**src/rtl/irq_comb_pkg.sv**
```systemverilog
// Package irq_comb_pkg
// Shared constants, the access-kind encoding and helper functions for the
// interrupt combiner. Assumes 8 lines per group and 4 groups per bank.
package irq_comb_pkg;
    localparam int LANE_W        = 8;
    localparam int GRP_PER_BANK  = 4;
    localparam int BANK_W        = LANE_W * GRP_PER_BANK;
    localparam int OFF_W         = 4;

    localparam logic [OFF_W-1:0] OFF_SET  = 4'h0;
    localparam logic [OFF_W-1:0] OFF_CLR  = 4'h4;
    localparam logic [OFF_W-1:0] OFF_STAT = 4'hC;

    typedef enum logic [1:0] {
        ACC_NONE = 2'd0,
        ACC_SET  = 2'd1,
        ACC_CLR  = 2'd2,
        ACC_STAT = 2'd3
    } acc_kind_t;

    // Classify an offset inside a bank; out-of-range banks are unmapped.
    function automatic acc_kind_t decode_kind(logic [OFF_W-1:0] off, logic in_range);
        acc_kind_t k;
        k = ACC_NONE;
        if (in_range) begin
            case (off)
                OFF_SET:  k = ACC_SET;
                OFF_CLR:  k = ACC_CLR;
                OFF_STAT: k = ACC_STAT;
                default:  k = ACC_NONE;
            endcase
        end
        return k;
    endfunction

    // Bits of a bank that belong to a group that exists.
    function automatic logic [BANK_W-1:0] lane_mask(int bank, int ngroups);
        logic [BANK_W-1:0] m;
        for (int k = 0; k < BANK_W; k++)
            m[k] = ((bank * GRP_PER_BANK + k / LANE_W) < ngroups);
        return m;
    endfunction
endpackage

```
**src/rtl/irq_comb_decode.sv**
```systemverilog
// Module irq_comb_decode
// Splits a byte address into bank index and access kind. Purely
// combinational; assumes the low four address bits select the offset.
module irq_comb_decode
    import irq_comb_pkg::*;
#(
    parameter int NUM_BANKS = 5,
    parameter int ADDR_W    = 8,
    localparam int BIDX_W   = ADDR_W - OFF_W
) (
    input  logic [ADDR_W-1:0] addr,
    output logic [BIDX_W-1:0] bank,
    output acc_kind_t         kind
);
    logic in_range;

    // Decode bank number, range check and offset kind.
    always_comb begin
        bank     = addr[ADDR_W-1:OFF_W];
        in_range = (int'(bank) < NUM_BANKS);
        kind     = decode_kind(addr[OFF_W-1:0], in_range);
    end
endmodule

```
**src/rtl/irq_comb_enable.sv**
```systemverilog
// Module irq_comb_enable
// Holds the enable mask of every bank. Set and clear writes act only on
// bits written as 1; bits of groups that do not exist stay 0.
module irq_comb_enable
    import irq_comb_pkg::*;
#(
    parameter int NUM_GROUPS = 20,
    parameter int NUM_BANKS  = 5,
    parameter int BIDX_W     = 4,
    localparam int PAD_W     = NUM_BANKS * BANK_W
) (
    input  logic              clk,
    input  logic              rst_n,
    input  logic              wr,
    input  acc_kind_t         kind,
    input  logic [BIDX_W-1:0] bank,
    input  logic [BANK_W-1:0] wdata,
    output logic [PAD_W-1:0]  en_flat
);
    for (genvar b = 0; b < NUM_BANKS; b++) begin : g_bank
        localparam logic [BANK_W-1:0] VMASK = lane_mask(b, NUM_GROUPS);
        logic [BANK_W-1:0] en_r;
        logic              hit;

        assign hit = wr && (int'(bank) == b);

        // Update this bank's enables on a set or clear write.
        always_ff @(posedge clk) begin
            if (!rst_n)
                en_r <= '0;
            else if (hit && kind == ACC_SET)
                en_r <= (en_r | wdata) & VMASK;
            else if (hit && kind == ACC_CLR)
                en_r <= en_r & ~wdata;
        end

        assign en_flat[b*BANK_W +: BANK_W] = en_r;
    end
endmodule

```
**src/rtl/irq_comb_group.sv**
```systemverilog
// Module irq_comb_group
// Masks one group's eight registered lines and ORs them into the group's
// parent request. Combinational; inputs are already registered.
module irq_comb_group
    import irq_comb_pkg::*;
(
    input  logic [LANE_W-1:0] raw,
    input  logic [LANE_W-1:0] en,
    output logic [LANE_W-1:0] pend,
    output logic              irq
);
    // Mask and reduce.
    always_comb begin
        pend = raw & en;
        irq  = |pend;
    end
endmodule

```
**src/rtl/irq_comb_rdmux.sv**
```systemverilog
// Module irq_comb_rdmux
// Selects the addressed bank's enable or status word and registers it on
// the read strobe. Unmapped accesses return 0.
module irq_comb_rdmux
    import irq_comb_pkg::*;
#(
    parameter int NUM_BANKS = 5,
    parameter int BIDX_W    = 4,
    localparam int PAD_W    = NUM_BANKS * BANK_W
) (
    input  logic              clk,
    input  logic              rst_n,
    input  logic              rd,
    input  acc_kind_t         kind,
    input  logic [BIDX_W-1:0] bank,
    input  logic [PAD_W-1:0]  en_flat,
    input  logic [PAD_W-1:0]  pend_flat,
    output logic [BANK_W-1:0] rdata
);
    logic [BANK_W-1:0] sel;

    // Pick the word of the addressed bank.
    always_comb begin
        sel = '0;
        for (int b = 0; b < NUM_BANKS; b++) begin
            if (int'(bank) == b) begin
                case (kind)
                    ACC_SET, ACC_CLR: sel = en_flat[b*BANK_W +: BANK_W];
                    ACC_STAT:         sel = pend_flat[b*BANK_W +: BANK_W];
                    default:          sel = '0;
                endcase
            end
        end
    end

    // Capture read data on the strobe.
    always_ff @(posedge clk) begin
        if (!rst_n)
            rdata <= '0;
        else if (rd)
            rdata <= sel;
    end
endmodule

```
**src/rtl/irq_combiner.sv**
```systemverilog
// Module irq_combiner
// Top of the grouped interrupt combiner: registers the raw inputs, keeps
// per-bank enables written through set/clear offsets, and drives one
// level request per group of eight. Assumes single-cycle bus strobes.
module irq_combiner
    import irq_comb_pkg::*;
#(
    parameter int NUM_GROUPS = 20,
    parameter int ADDR_W     = 8,
    localparam int NUM_IN    = NUM_GROUPS * LANE_W,
    localparam int NUM_BANKS = (NUM_GROUPS + GRP_PER_BANK - 1) / GRP_PER_BANK,
    localparam int PAD_W     = NUM_BANKS * BANK_W,
    localparam int BIDX_W    = ADDR_W - OFF_W
) (
    input  logic              clk,
    input  logic              rst_n,
    input  logic [ADDR_W-1:0] bus_addr,
    input  logic              bus_wr,
    input  logic [31:0]       bus_wdata,
    input  logic              bus_rd,
    output logic [31:0]       bus_rdata,
    input  logic [NUM_IN-1:0] irq_in,
    output logic [NUM_GROUPS-1:0] grp_irq
);
    logic [NUM_IN-1:0] raw_q;
    logic [PAD_W-1:0]  raw_pad;
    logic [PAD_W-1:0]  en_flat;
    logic [PAD_W-1:0]  pend_flat;
    logic [BIDX_W-1:0] bank;
    acc_kind_t         kind;

    // Register raw inputs once before masking.
    always_ff @(posedge clk) begin
        if (!rst_n)
            raw_q <= '0;
        else
            raw_q <= irq_in;
    end

    assign raw_pad = PAD_W'(raw_q);

    irq_comb_decode #(.NUM_BANKS(NUM_BANKS), .ADDR_W(ADDR_W)) u_decode (
        .addr (bus_addr),
        .bank (bank),
        .kind (kind)
    );

    irq_comb_enable #(.NUM_GROUPS(NUM_GROUPS), .NUM_BANKS(NUM_BANKS), .BIDX_W(BIDX_W)) u_enable (
        .clk     (clk),
        .rst_n   (rst_n),
        .wr      (bus_wr),
        .kind    (kind),
        .bank    (bank),
        .wdata   (bus_wdata),
        .en_flat (en_flat)
    );

    for (genvar g = 0; g < NUM_BANKS * GRP_PER_BANK; g++) begin : g_grp
        if (g < NUM_GROUPS) begin : g_live
            irq_comb_group u_group (
                .raw  (raw_pad[g*LANE_W +: LANE_W]),
                .en   (en_flat[g*LANE_W +: LANE_W]),
                .pend (pend_flat[g*LANE_W +: LANE_W]),
                .irq  (grp_irq[g])
            );
        end else begin : g_pad
            assign pend_flat[g*LANE_W +: LANE_W] = '0;
        end
    end

    irq_comb_rdmux #(.NUM_BANKS(NUM_BANKS), .BIDX_W(BIDX_W)) u_rdmux (
        .clk       (clk),
        .rst_n     (rst_n),
        .rd        (bus_rd),
        .kind      (kind),
        .bank      (bank),
        .en_flat   (en_flat),
        .pend_flat (pend_flat),
        .rdata     (bus_rdata)
    );
endmodule

```
**config.mk**
```make
export PLATFORM = sky130hd
export DESIGN_NAME = irq_combiner
export DESIGN_NICKNAME = d
export VERILOG_FILES = /design/src/rtl/irq_comb_pkg.sv /design/src/rtl/irq_comb_decode.sv /design/src/rtl/irq_comb_enable.sv /design/src/rtl/irq_comb_group.sv /design/src/rtl/irq_comb_rdmux.sv /design/src/rtl/irq_combiner.sv
export SDC_FILE = /design/constraint.sdc
export NUM_CORES = 1
export LEC_CHECK = 0
export BUFFER_PORTS_ARGS = -buffer_cell sky130_fd_sc_hd__buf_2
export CAP_MARGIN = 20
export CORE_MARGIN = 5
export CORE_UTILIZATION = 33
export CTS_CLUSTER_DIAMETER = 200
export DETAILED_ROUTE_END_ITERATION = 16
export PLACE_DENSITY = 0.51
export SYNTH_ARGS = -nofsm -noshare
export SYNTH_HDL_FRONTEND = slang
export SYNTH_HIERARCHICAL = 1
export SYNTH_SLANG_ARGS = --single-unit
```
**constraint.sdc**
```tcl
create_clock -name clk -period 2.2 [get_ports clk]
set_input_delay 0.11 -clock clk [delete_from_list [all_inputs] [get_ports clk]]
set_output_delay 0.11 -clock clk [all_outputs]
set_load 0.005 [all_outputs]
```
After elaboration in Yosys (flattened, before gate mapping):

Index checks and enable logic that the tools add are counted.

* output and inout port bits: 52
* bits in registers: 352

* mux-type cells: 22
* reduce and logical (&&, ||, !) cells: 43
* equality and inequality tests: 9
* bitwise gates (word level): 31
* $lt $le $gt $ge: 1

Operator list (number)
* 32-bit 2-to-1 mux: 15
* 32-bit case mux with 2 select lines: 5
* 32-bit bitwise AND: 5
* 8-bit bitwise AND: 20
* 32-bit bitwise OR: 5
* 8-bit OR reduction: 20
* 32-bit NOT: 1
* 1-bit logical AND: 15
* 4-bit by 3-bit == test with 1-bit output (second input constant): 3
* 2-bit nonzero test: 5
* 4-bit == test (second input constant): 2
* 4-bit zero test: 2
* 2-bit case mux with 3 select lines: 1
* 2-bit == test (second input constant): 2
* 4-bit by 2-bit == test with 1-bit output (second input constant): 1
* 4-bit by 3-bit less-than comparator with 1-bit output (second input constant): 1
* 2-bit by 1-bit == test with 1-bit output (second input constant): 1
* 2-bit 2-to-1 mux: 1
* 2-bit OR reduction: 1

Depth between registers and ports, before layout:

Gate-level depths: netlist of run 1.

* depth after elaboration: 11
* depth in mapped cells: 11

Cells and area by module:

The synthesis of run 1 kept the hierarchy.

Modules (own cells, without submodules)
* irq_comb_enable: cells an instance 657, seq. area each 3203.1 µm², times used 1, area an instance 6459.9 µm²
* irq_combiner: cells an instance 337, seq. area each 3203.1 µm², times used 1, area an instance 4357.9 µm²
* irq_comb_rdmux: cells an instance 460, seq. area each 640.6 µm², times used 1, area an instance 3240.6 µm²
* irq_comb_group: cells an instance 11, seq. area each 0.0 µm², times used 20, area an instance 73.8 µm²
* irq_comb_decode: cells an instance 9, seq. area each 0.0 µm², times used 1, area an instance 66.3 µm²

Worst setup path before layout of run 1:

Ideal clock, no wire load.

* path kind: in2reg
* start point: in bus_addr[1]
* end point: reg u_rdmux.rdata[0]
* data arrival time: 1.790 ns
* buffers on the path: 3
* path slack: 0.278 ns
* data required time: 2.068 ns
* stages: 11
* cell sequence: nor3_2 -> and3_1 -> inv_1 -> ha_1 -> buf_2 -> buf_2 -> buf_1 -> a22oi_1 -> o22ai_1 -> nor3_1 -> nor3_1

* longest elaborated chain between the ends: 11

Ends and longest elaborated chain
* start, declared: line irq_combiner.sv:17 `input logic [ADDR_W-1:0] bus_addr,`
* 4-bit == test (tied with other cells): line irq_comb_pkg.sv:26 `case (off)`
* 2-bit case mux with 3 select lines *: line irq_comb_pkg.sv:26
* 2-bit 2-to-1 mux *: line irq_comb_pkg.sv:25 `if (in_range) begin`
* net kind[0]: line irq_combiner.sv:30 `acc_kind_t kind;`
* 2-bit == test or 2-bit by 1-bit == test with 1-bit output (tied branches): line irq_comb_rdmux.sv:27 `case (kind)`
* 2-bit OR reduction: line irq_comb_rdmux.sv:27
* 32-bit case mux with 2 select lines: line irq_comb_rdmux.sv:27
* 32-bit 2-to-1 mux (4 in series): line irq_comb_rdmux.sv:26 `if (int'(bank) == b) begin`
* 32-bit 2-to-1 mux *: line irq_comb_rdmux.sv:26
* end signal, assigned: line irq_comb_rdmux.sv:41 `rdata <= sel;`
* end, declared: line irq_comb_rdmux.sv:18 `output logic [BANK_W-1:0] rdata`

The timed path passes the listed nets; every way through them passes the cells marked *.
A chain may end at the register's enable or synchronous reset.

Final worst setup path of run 1:

* start point: reg raw_q[96] (netlist: raw_pad[96])
* end point: out grp_irq[12]

* longest elaborated chain between the ends: 2

Ends and longest elaborated chain
* start, declared: line irq_combiner.sv:25 `logic [NUM_IN-1:0] raw_q;`
* start signal, assigned: line irq_combiner.sv:37 `raw_q <= irq_in;`
* 8-bit bitwise AND: line irq_comb_group.sv:14 `pend = raw & en;`
* net pend_flat[96]: line irq_combiner.sv:28 `logic [PAD_W-1:0] pend_flat;`
* 8-bit OR reduction: line irq_comb_group.sv:15 `irq = |pend;`
* end, declared: line irq_combiner.sv:23 `output logic [NUM_GROUPS-1:0] grp_irq`

The timed path passes the listed nets, and every way through them passes these cells.

==> flow_summary.ini, run 1 <==
[detailed_routing]
drt_iter0_markers = 1298
vias_per_cell = 5.48
ant_nets = 0
vias = 14909
routed_wl_um = 60200
wl_per_cell_um = 22.1
first_pass_iters = 5
drcViolationCount = 0

[clock_network]
cts_buffers = 41
cts_sinks = 352
h-tree-depth = 2
tritoncts = built
clock_latency_ns = 0.55
clock-root-buffer = clkbuf_16
clockBufferDepth = 3
clk_pin_slew_ns = 0.06

[run_status]
status = complete, but fails checks
failed_checks = setup timing

[min_path]
worstHoldPathType = primary input to flip-flop

[placement]
dpl.hpwl_um = 39200
post-place-ws_ns = 0.0477
gp_congestion = 0.847
io_buffers = 255

[timing]
finalMaxSlewViolations = 0
period_needed_ns = 2.26
min_period_over_period_pct = 103
relSlewSlack_pct = 55.3
worst_pin_slew_ns = 0.671
fmax_ghz = 0.442
hold_viol = 0
skew_ns = 0.0107
grt_setup_unrepaired = true
setup_viol = 19
worst_slack_ns = -0.0626
fin_hold_ws_ns = 0.0834

[synth]
synth_edf_count = 0
syn_area_mm2 = 0.0156
synth_fp_nets = 1889
ys_warn_count = 6
netlist.area_leader.share_pct = 45.2
synthCells = 1683
synth_seq_cells = 352
synth_most_common_cell = dfxtp_1
synth_top_cells_by_count = dfxtp_1, and2_1, a22oi_1
synth_ff_type = dfxtp_1
synth_area_leaders = dfxtp_1, and2_1, a22oi_1, o211ai_1, o21ai_1
synth.avg_cell_area_um2 = 9.27
synth_cell_types = 40
ys_seq_area_share_pct = 45.2
synthArstFlopShare_pct = 0
yosysTopAreaCell = dfxtp_1

[job]
cap_violations = 0

[floorplan]
die-area_mm2 = 0.0517
rows = 79
die_h_um = 227
fp.dieW_um = 227
initial_utilization_pct = 33.4
core_region_area_mm2 = 0.0467
num_io_pins = 256

[pwr]
ir_drop_mv = 0.417
p_clk_share_pct = 47.5
power.density_mw_per_mm2 = 704
p_int_uw = 11500
switchingPower_uw = 3380
leakagePower_uw = 0.00800
sw_frac_of_total_pct = 22.7
seq_power_share_pct = 44.8
power_frac_comb_pct = 7.6

[setup_path]
path_common_cell = or4_4
crit_family = simple AND/OR/NAND/NOR gates
reg2reg_slack_ns = 0.89
cp-endpoint = grp_irq[12]
startpoint_type = flip-flop
cp_slowest_stage_delay_ns = 0.52
critPathArrivalTime_ns = 2.15
crit_buf_inv = 1
crit_slowest_cell = or4_4
worstPathMaxFanout = 2
worstPathRequired_ns = 2.09
r2r_cells = 5
critPathLaunch = raw_pad[96]
r2r_end = u_rdmux/rdata[23]
worstSetupPathType = flip-flop to output pin
path_depth = 4
critical_path.cell_chain = and2_4 -> or4_4 -> or4_4 -> buf_6
end_kind = output pin
rr_startpoint = raw_pad[55]

[global_route]
antenna_found_initial = 2
overflow = 0
grt_max_degree = 63
grt_pass1_vias = 15183
grt_pass1_wl_um = 89900
grt_usage_pct = 22.5

[final_layout]
layout-drive-gt1-share_pct = 27.1
seqCellArea_mm2 = 0.00712
multi_input_area_mm2 = 0.00783
fin_nets = 2291
final.fill_count = 4437
area_delta_synth_final_pct = 35.2
n_antenna_cell = 0
==> how the worst min path moves through the flow <==
stage	start	slack, ns	depth (start not counted)	to
after floorplan	irq_in[158]	0.23	1	raw_pad[158]
after global placement	irq_in[102]	0.32	2	raw_pad[102]
after detailed placement	irq_in[25]	0.32	2	raw_pad[25]
after CTS	rst_n	0.04	3	flip-flop
after global routing	rst_n	0.1	2	raw_pad[27]
final	rst_n	0.08	3	flip-flop
==> worst reg2reg max path: stages, from the launching register on <==
cell,delay [ns]
dfxtp_1,0.34
and2_1,0.21
a22oi_1,0.20
o22ai_1,0.14
nor3_1,0.23
nor3_1,0.07
==> logic make-up after synthesis <==
| logic type | Yosys count | share of synthesized area (%) |
|---|---|---|
| fa+ha+maj | 2 | 0.160 |
| xor+xnor | 1 | 0.0561 |
| flops | 352 | 45.2 |
| compound gates | 577 | 24.6 |
| simple gates | 596 | 23.9 |
| buf+inv | 155 | 6.11 |
==> area by class of cell <==
| class | count | share of cell area (%) |
|---|---|---|
| multi-input cells | 1176 | 37.1 |
| flip-flops and latches | 352 | 33.8 |
| repair buffers | 512 | 18.9 |
| clock buffers | 53 | 5.41 |
| well taps | 607 | 3.60 |
| clock inverters | 19 | 1.20 |
| inverters | 2 | 0.0356 |
==> repair_timing <==
item / CTS / global route
setup buffers: 12 / 0
gates resized for setup: 125 / 13
hold buffers: 187 / 0
pin swaps: 37 / 3
endpoints found under the hold margin: 288 / 0
endpoints found under the setup margin: 20 / 20
==> placed cells by master (no fill, tap or decap), drive strengths merged <==
cell type | synthesis | routed
a21boi | 30 | 30
a22oi | 160 | 160
and2 | 320 | 320
and3 | 2 | 2
and3b | 1 | 1
and4b | 6 | 6
buf | 67 | 324
bufinv | 0 | 6
clkbuf | 82 | 54
clkinv | 0 | 11
clkinvlp | 0 | 2
dfxtp | 352 | 352
dlygate4sd3 | 0 | 187
ha | 2 | 2
inv | 2 | 2
nand2 | 63 | 63
nand4b | 32 | 32
nand4bb | 2 | 2
nor2 | 32 | 32
nor3 | 65 | 65
nor4 | 1 | 1
nor4b | 3 | 3
nor4bb | 1 | 1
o211ai | 130 | 130
o21ai | 193 | 193
o22ai | 64 | 64
or2 | 20 | 20
or4 | 42 | 42
or4b | 6 | 6
xnor2 | 1 | 1
==> metal layers <==
metal  up-vias  track usage, %  part of all wire (%)
met5         -               0                     0
li1       7007               -                     -
met1      7132            29.7                    42
met3       120            3.04                   7.0
met2       650            37.8                    47
met4         0            8.06                   3.4
==> metrics by stage <==
stage / area [um^2] / TNS [ns] / std cells / total power [uW] / util, %
after detailed placement: 17300 / 0 / 2450 / 7650 / 37.2
after floorplan: 15600 / 0 / 1683 / 7200 / -
after CTS: 21100 / -1.39 / 2721 / 15000 / 45.2
after global placement: 17300 / 0 / 2450 / 7650 / 37.2
final: 21100 / -0.569 / 2721 / 14800 / 45.2
after global routing: 21100 / -1.40 / 2721 / 15300 / 45.2
==> power by group through the flow <==
stage	Combinational [uW]	Sequential, uW	Clock [uW]
2_1_floorplan	471	6720	0
3_3_place_gp	857	6800	0
3_5_place_dp	863	6790	0
4_1_cts	1120	6660	7230
5_1_grt	1220	6670	7460
6_report	1130	6660	7060
(Power assumes the default switching activity.)
==> inputs of run 2 (changes only) <==
--- a/config.mk
+++ b/config.mk
@@ -7,6 +7,7 @@
 export LEC_CHECK = 0
 export BUFFER_PORTS_ARGS = -buffer_cell sky130_fd_sc_hd__buf_2
 export CAP_MARGIN = 20
+export CORE_ASPECT_RATIO = 0.8
 export CORE_MARGIN = 5
 export CORE_UTILIZATION = 33
 export CTS_CLUSTER_DIAMETER = 200
==> constraint.sdc (replaced) <==
create_clock -name clk -period 2.2 [get_ports clk]
set_input_delay 0.22 -clock clk [delete_from_list [all_inputs] [get_ports clk]]
set_output_delay 0.22 -clock clk [all_outputs]
set_load 0.005 [all_outputs]
==> run 2 against run 1 <==
  * The flow still finishes with violations (setup timing)
  * Critical path depth stayed put
  * Cell area hardly changed
  * Worst hold slack worse by 0.036 ns
  * Clock power is 1% lower
  * Sequential share of layout area hardly changed
  * Total power is 0.62% lower
  * Die area hardly changed
==> flow_summary.ini, run 2 (synthesis results as in run 1) <==
[setup_path]
worstPathRequired_ns = 1.98
startpoint_type = flip-flop
r2r_cells = 5
cp_slowest_stage_delay_ns = 0.54
critPathLaunch = raw_pad[56]
reg2reg_slack_ns = 0.88
critical_path.cell_chain = and2_4 -> or4_4 -> or4_4 -> buf_6
crit_slowest_cell = or4_4
end_kind = output pin
worstSetupPathType = flip-flop to output pin
critPathArrivalTime_ns = 2.17
worstPathMaxFanout = 2
crit_buf_inv = 1
r2r_end = u_rdmux/rdata[14]
crit_family = simple AND/OR/NAND/NOR gates
path_depth = 4
path_common_cell = or4_4

[final_layout]
final.fill_count = 4547
fin_nets = 2281
layout_common_cells = dfxtp_1, and2_1, buf_2, dlygate4sd3_1, a22oi_1
final_area_mm2 = 0.0211
layout-drive-gt1-share_pct = 27.8
area_delta_synth_final_pct = 35.1
final_common_cell = dfxtp_1
n_antenna_cell = 0
fin_cells = 2724

[timing]
skew_ns = 0.0135
period_needed_ns = 2.39
finalMaxSlewViolations = 0
worst_pin_slew_ns = 0.661
relSlewSlack_pct = 55.9
worst_slack_ns = -0.186
grt_setup_unrepaired = true
hold_viol = 0
final.setup.tns_ns = -2.86
min_period_over_period_pct = 108
setup_viol = 20
fmax_ghz = 0.419

[global_route]
grt_max_degree = 68
grt_pass1_vias = 14882
grt_pass1_wl_um = 89500
overflow = 0
grt_usage_pct = 22.3
antenna_found_initial = 1

[min_path]
hold_depth = 3
worstHoldPathType = primary input to flip-flop
min_from = bus_wdata[23]

[clock_network]
clock_latency_ns = 0.54
h-tree-depth = 2
clockBufferDepth = 3
tritoncts = built
clk_pin_slew_ns = 0.06
clock-root-buffer = clkbuf_16
cts_buffers = 38
cts_sinks = 352

[detailed_routing]
drcViolationCount = 0
vias = 14828
routed_wl_um = 60100
drt_iter0_markers = 1208
first_pass_iters = 5
ant_nets = 0
wl_per_cell_um = 22.1
vias_per_cell = 5.44

[floorplan]
initial_utilization_pct = 33.3
die_h_um = 204
die-area_mm2 = 0.0518
rows = 71
num_io_pins = 256
fp.dieW_um = 253
core_region_area_mm2 = 0.0469

[pwr]
p_clk_share_pct = 47.3
p_int_uw = 11400
seq_power_share_pct = 45.1
power.density_mw_per_mm2 = 700
leakagePower_uw = 0.00799
sw_frac_of_total_pct = 22.7
power_frac_comb_pct = 7.6
switchingPower_uw = 3340
ir_drop_mv = 0.606

[placement]
post-place-ws_ns = -0.0934
gp_congestion = 0.885
dp.cells = 2485
place_area_mm2 = 0.0176
dpl.hpwl_um = 40700
io_buffers = 255

[job]
cap_violations = 0

[run_status]
status = complete, but fails checks
failed_checks = setup timing
[run 2: changes by cell type in the layout (fill, tap and decap cells not counted), moves of 4 or more]
cell,previous run,this run
buf_4,56,66
clkinv_2,10,3
and2_4,41,45
dlygate4sd3_1,187,160
dfxtp_1,295,300
dfxtp_2,56,52
buf_12,14,24
and2_1,279,275
[run 2: worst max path at each step]
stage	end	slack [ns]
final	grp_irq[7]	-0.19
after global routing	grp_irq[3]	-0.22
after CTS	grp_irq[3]	-0.20
after detailed placement	u_rdmux/rdata[28]	-0.09
after global placement	u_rdmux/rdata[28]	-0.04
after floorplan	u_rdmux/rdata[0]	0.17
[run 2: area by class of cell]
type,count,area [um^2],area share [%]
Multi-Input combinational cell,1176,7830,37.1
Sequential cell,352,7110,33.7
Tap cell,620,776,3.68
Inverter,2,7.51,0.0356
Timing Repair Buffer,505,3990,18.9
Clock buffer,56,1140,5.41
Clock inverter,13,226,1.07
[run 2: timing repair]
item | CTS | global route
setup buffers | 10 | 0
endpoints found under the hold margin | 160 | 0
pin swaps | 34 | 1
hold buffers | 160 | 0
resized for setup | 124 | 10
setup endpoints to repair | 20 | 20
[run 2: per-layer routing]
layer | vias up | global-route usage (%) | part of all wire (%)
met4 | 0 | 5.67 | 2.6
met1 | 7147 | 30.9 | 45
met3 | 106 | 3.64 | 7.5
met5 | - | 0 | 0
met2 | 603 | 36.5 | 45
li1 | 6972 | - | -
[run 2: power by group through the flow]
stage	Combinational, uW	Sequential, uW	Clock [uW]
after detailed placement	894	6790	0
after global placement	888	6800	0
after CTS	1120	6660	7140
final	1120	6660	6980
after global routing	1210	6670	7400
after floorplan	471	6720	0
[run 2: worst min-delay path, stage by stage]
cell	delay, ns
buf_2	0.11
nand2_1	0.13
o21ai_1	0.07
[run 2: metrics by stage]
step,total power [uW],utilization [%],hold WS (ns)
global placement,7690,37.6,0.429
CTS,14900,44.9,0.0220
detailed placement,7690,37.6,0.428
global route,15300,44.9,0.0473
floorplan,7200,-,0.342
finish,14800,44.9,0.0470
==> inputs of run 3 (changes only) <==
--- a/config.mk
+++ b/config.mk
@@ -9,10 +9,10 @@
 export CAP_MARGIN = 20
 export CORE_ASPECT_RATIO = 0.8
 export CORE_MARGIN = 5
-export CORE_UTILIZATION = 33
+export CORE_UTILIZATION = 40
 export CTS_CLUSTER_DIAMETER = 200
 export DETAILED_ROUTE_END_ITERATION = 16
-export PLACE_DENSITY = 0.51
+export PLACE_DENSITY = 0.6
 export SYNTH_ARGS = -nofsm -noshare
 export SYNTH_HDL_FRONTEND = slang
 export SYNTH_HIERARCHICAL = 1
==> run 3 against run 2 <==
  * The run still ends with setup timing left
  * Wire length is 4.3% lower
  * Non-clock buffer count is 2 higher
  * Total power is 3.5% lower
  * Via count is 1.0% higher
  * Cell area is 1.3% lower
  * Setup slack better by 0.031 ns
  * Final cell count is 4.6% lower
  * Fmax is 1.3% higher
  * Worst hold slack worse by 0.023 ns
  * Critical endpoint is now grp_irq[1]
==> flow_summary.ini, run 3 (synthesis results as in run 1) <==
[timing]
setup_viol = 20
period_needed_ns = 2.36
relSlewSlack_pct = 56.4
worst_slack_ns = -0.155
min_period_over_period_pct = 107
skew_ns = 0.0138
finalMaxSlewViolations = 0
worst_pin_slew_ns = 0.653
fin_hold_ws_ns = 0.0243
fmax_ghz = 0.425
hold_viol = 0
grt_setup_unrepaired = true
final.setup.tns_ns = -2.57

[global_route]
overflow = 0
grt_max_degree = 81
grt_pass1_wl_um = 86800
grt_pass1_vias = 15009
antenna_found_initial = 0
grt_usage_pct = 25.4

[final_layout]
layout_common_cells = dfxtp_1, and2_1, buf_2, a22oi_1, dlygate4sd3_1
fin_cells = 2598
final_common_cell = dfxtp_1
fin_nets = 2282
n_antenna_cell = 0
area_delta_synth_final_pct = 33.4
layout-drive-gt1-share_pct = 28.0

[pwr]
ir_drop_mv = 0.525
leakagePower_uw = 0.00794
finalPower_uw = 14200
power.density_mw_per_mm2 = 684

[floorplan]
initial_utilization_pct = 40.7
rows = 64
die-area_mm2 = 0.0431
num_io_pins = 256
die_h_um = 187
fp.dieW_um = 231
core_region_area_mm2 = 0.0384

[clock_network]
tritoncts = built
h-tree-depth = 2
cts_sinks = 352
clockBufferDepth = 3
clock_latency_ns = 0.54
cts_buffers = 37
clk_pin_slew_ns = 0.06
clock-root-buffer = clkbuf_16

[setup_path]
worstPathRequired_ns = 1.98
worstPathMaxFanout = 2
reg2reg_slack_ns = 0.87
critical_path.cell_chain = and2_4 -> or4_4 -> or4_4 -> buf_6
critPathArrivalTime_ns = 2.14
end_kind = output pin
cp_slowest_stage_delay_ns = 0.55
worstSetupPathType = flip-flop to output pin
startpoint_type = flip-flop
crit_slowest_cell = or4_4
path_common_cell = or4_4

[detailed_routing]
first_pass_iters = 7
wl_per_cell_um = 22.1
ant_nets = 0
routed_wl_um = 57500
drcViolationCount = 0
vias = 14976
drt_iter0_markers = 1527
vias_per_cell = 5.76

[placement]
post-place-ws_ns = -0.0274
dpl.hpwl_um = 37200
gp_congestion = 0.895
dp.cells = 2359
io_buffers = 255

[run_status]
status = complete, but fails checks
failed_checks = setup timing

[min_path]
worstHoldPathType = primary input to flip-flop

[job]
cap_violations = 0
-- run 3: worst paths after layout --
| check | depth (start not counted) | endpoint | startpoint |
|---|---|---|---|
| min | 2 | raw_pad[96] | irq_in[96] |
| min reg2reg | 2 | u_rdmux/rdata[6] | u_rdmux/rdata[6] |
| max reg2reg | 5 | u_rdmux/rdata[14] | flip-flop |
| max | 4 | grp_irq[1] | raw_pad[8] |
-- run 3: power breakdown --
| part | total (uW) | switching, uW | internal (uW) |
|---|---|---|---|
| logic | 1100 | 564 | 534 |
| registers | 6650 | 87.6 | 6560 |
| clock network | 6490 | 2680 | 3810 |
-- run 3: through the flow --
stage / util, % / instance area (um^2)
after global routing: 54.3 / 20800
after floorplan: - / 15600
after detailed placement: 45.5 / 17500
after global placement: 45.5 / 17500
after CTS: 54.2 / 20800
final: 54.3 / 20800
-- run 3: routing by layer --
| metal | share of wire, % | wire length, um | track usage [%] | vias to the layer above |
|---|---|---|---|---|
| met2 | 45 | 25900 | 40.6 | 787 |
| met3 | 9.0 | 5170 | 5.27 | 134 |
| met5 | 0 | 0 | 0 | - |
| met4 | 3.0 | 1720 | 7.75 | 0 |
| met1 | 43 | 24700 | 34.6 | 7081 |
| li1 | - | - | - | 6974 |
-- run 3: timing repair --
| action | in CTS | in global routing |
|---|---|---|
| endpoints found under the hold margin | 159 | 0 |
| hold buffers | 159 | 0 |
| buffers inserted | 14 | 0 |
| endpoints found under the setup margin | 20 | 20 |
| pin swaps | 37 | 0 |
| gates resized for setup | 123 | 13 |
-- run 3: area by class of cell --
cell class                 count  area (um^2)
fill                        3405        17500
multi-input combinational   1176         7830
sequential                   352         7110
timing repair buffer         507         3980
clock buffer                  46         1020
tap                          495          619
clock inverter                20          239
inverter                       2         7.51
-- run 3: worst max-delay path: cells and delay by family, from the launching register on --
family        cells  cell delay [ns]
buf+inv           1             0.13
flops             1             0.34
simple gates      3             1.13
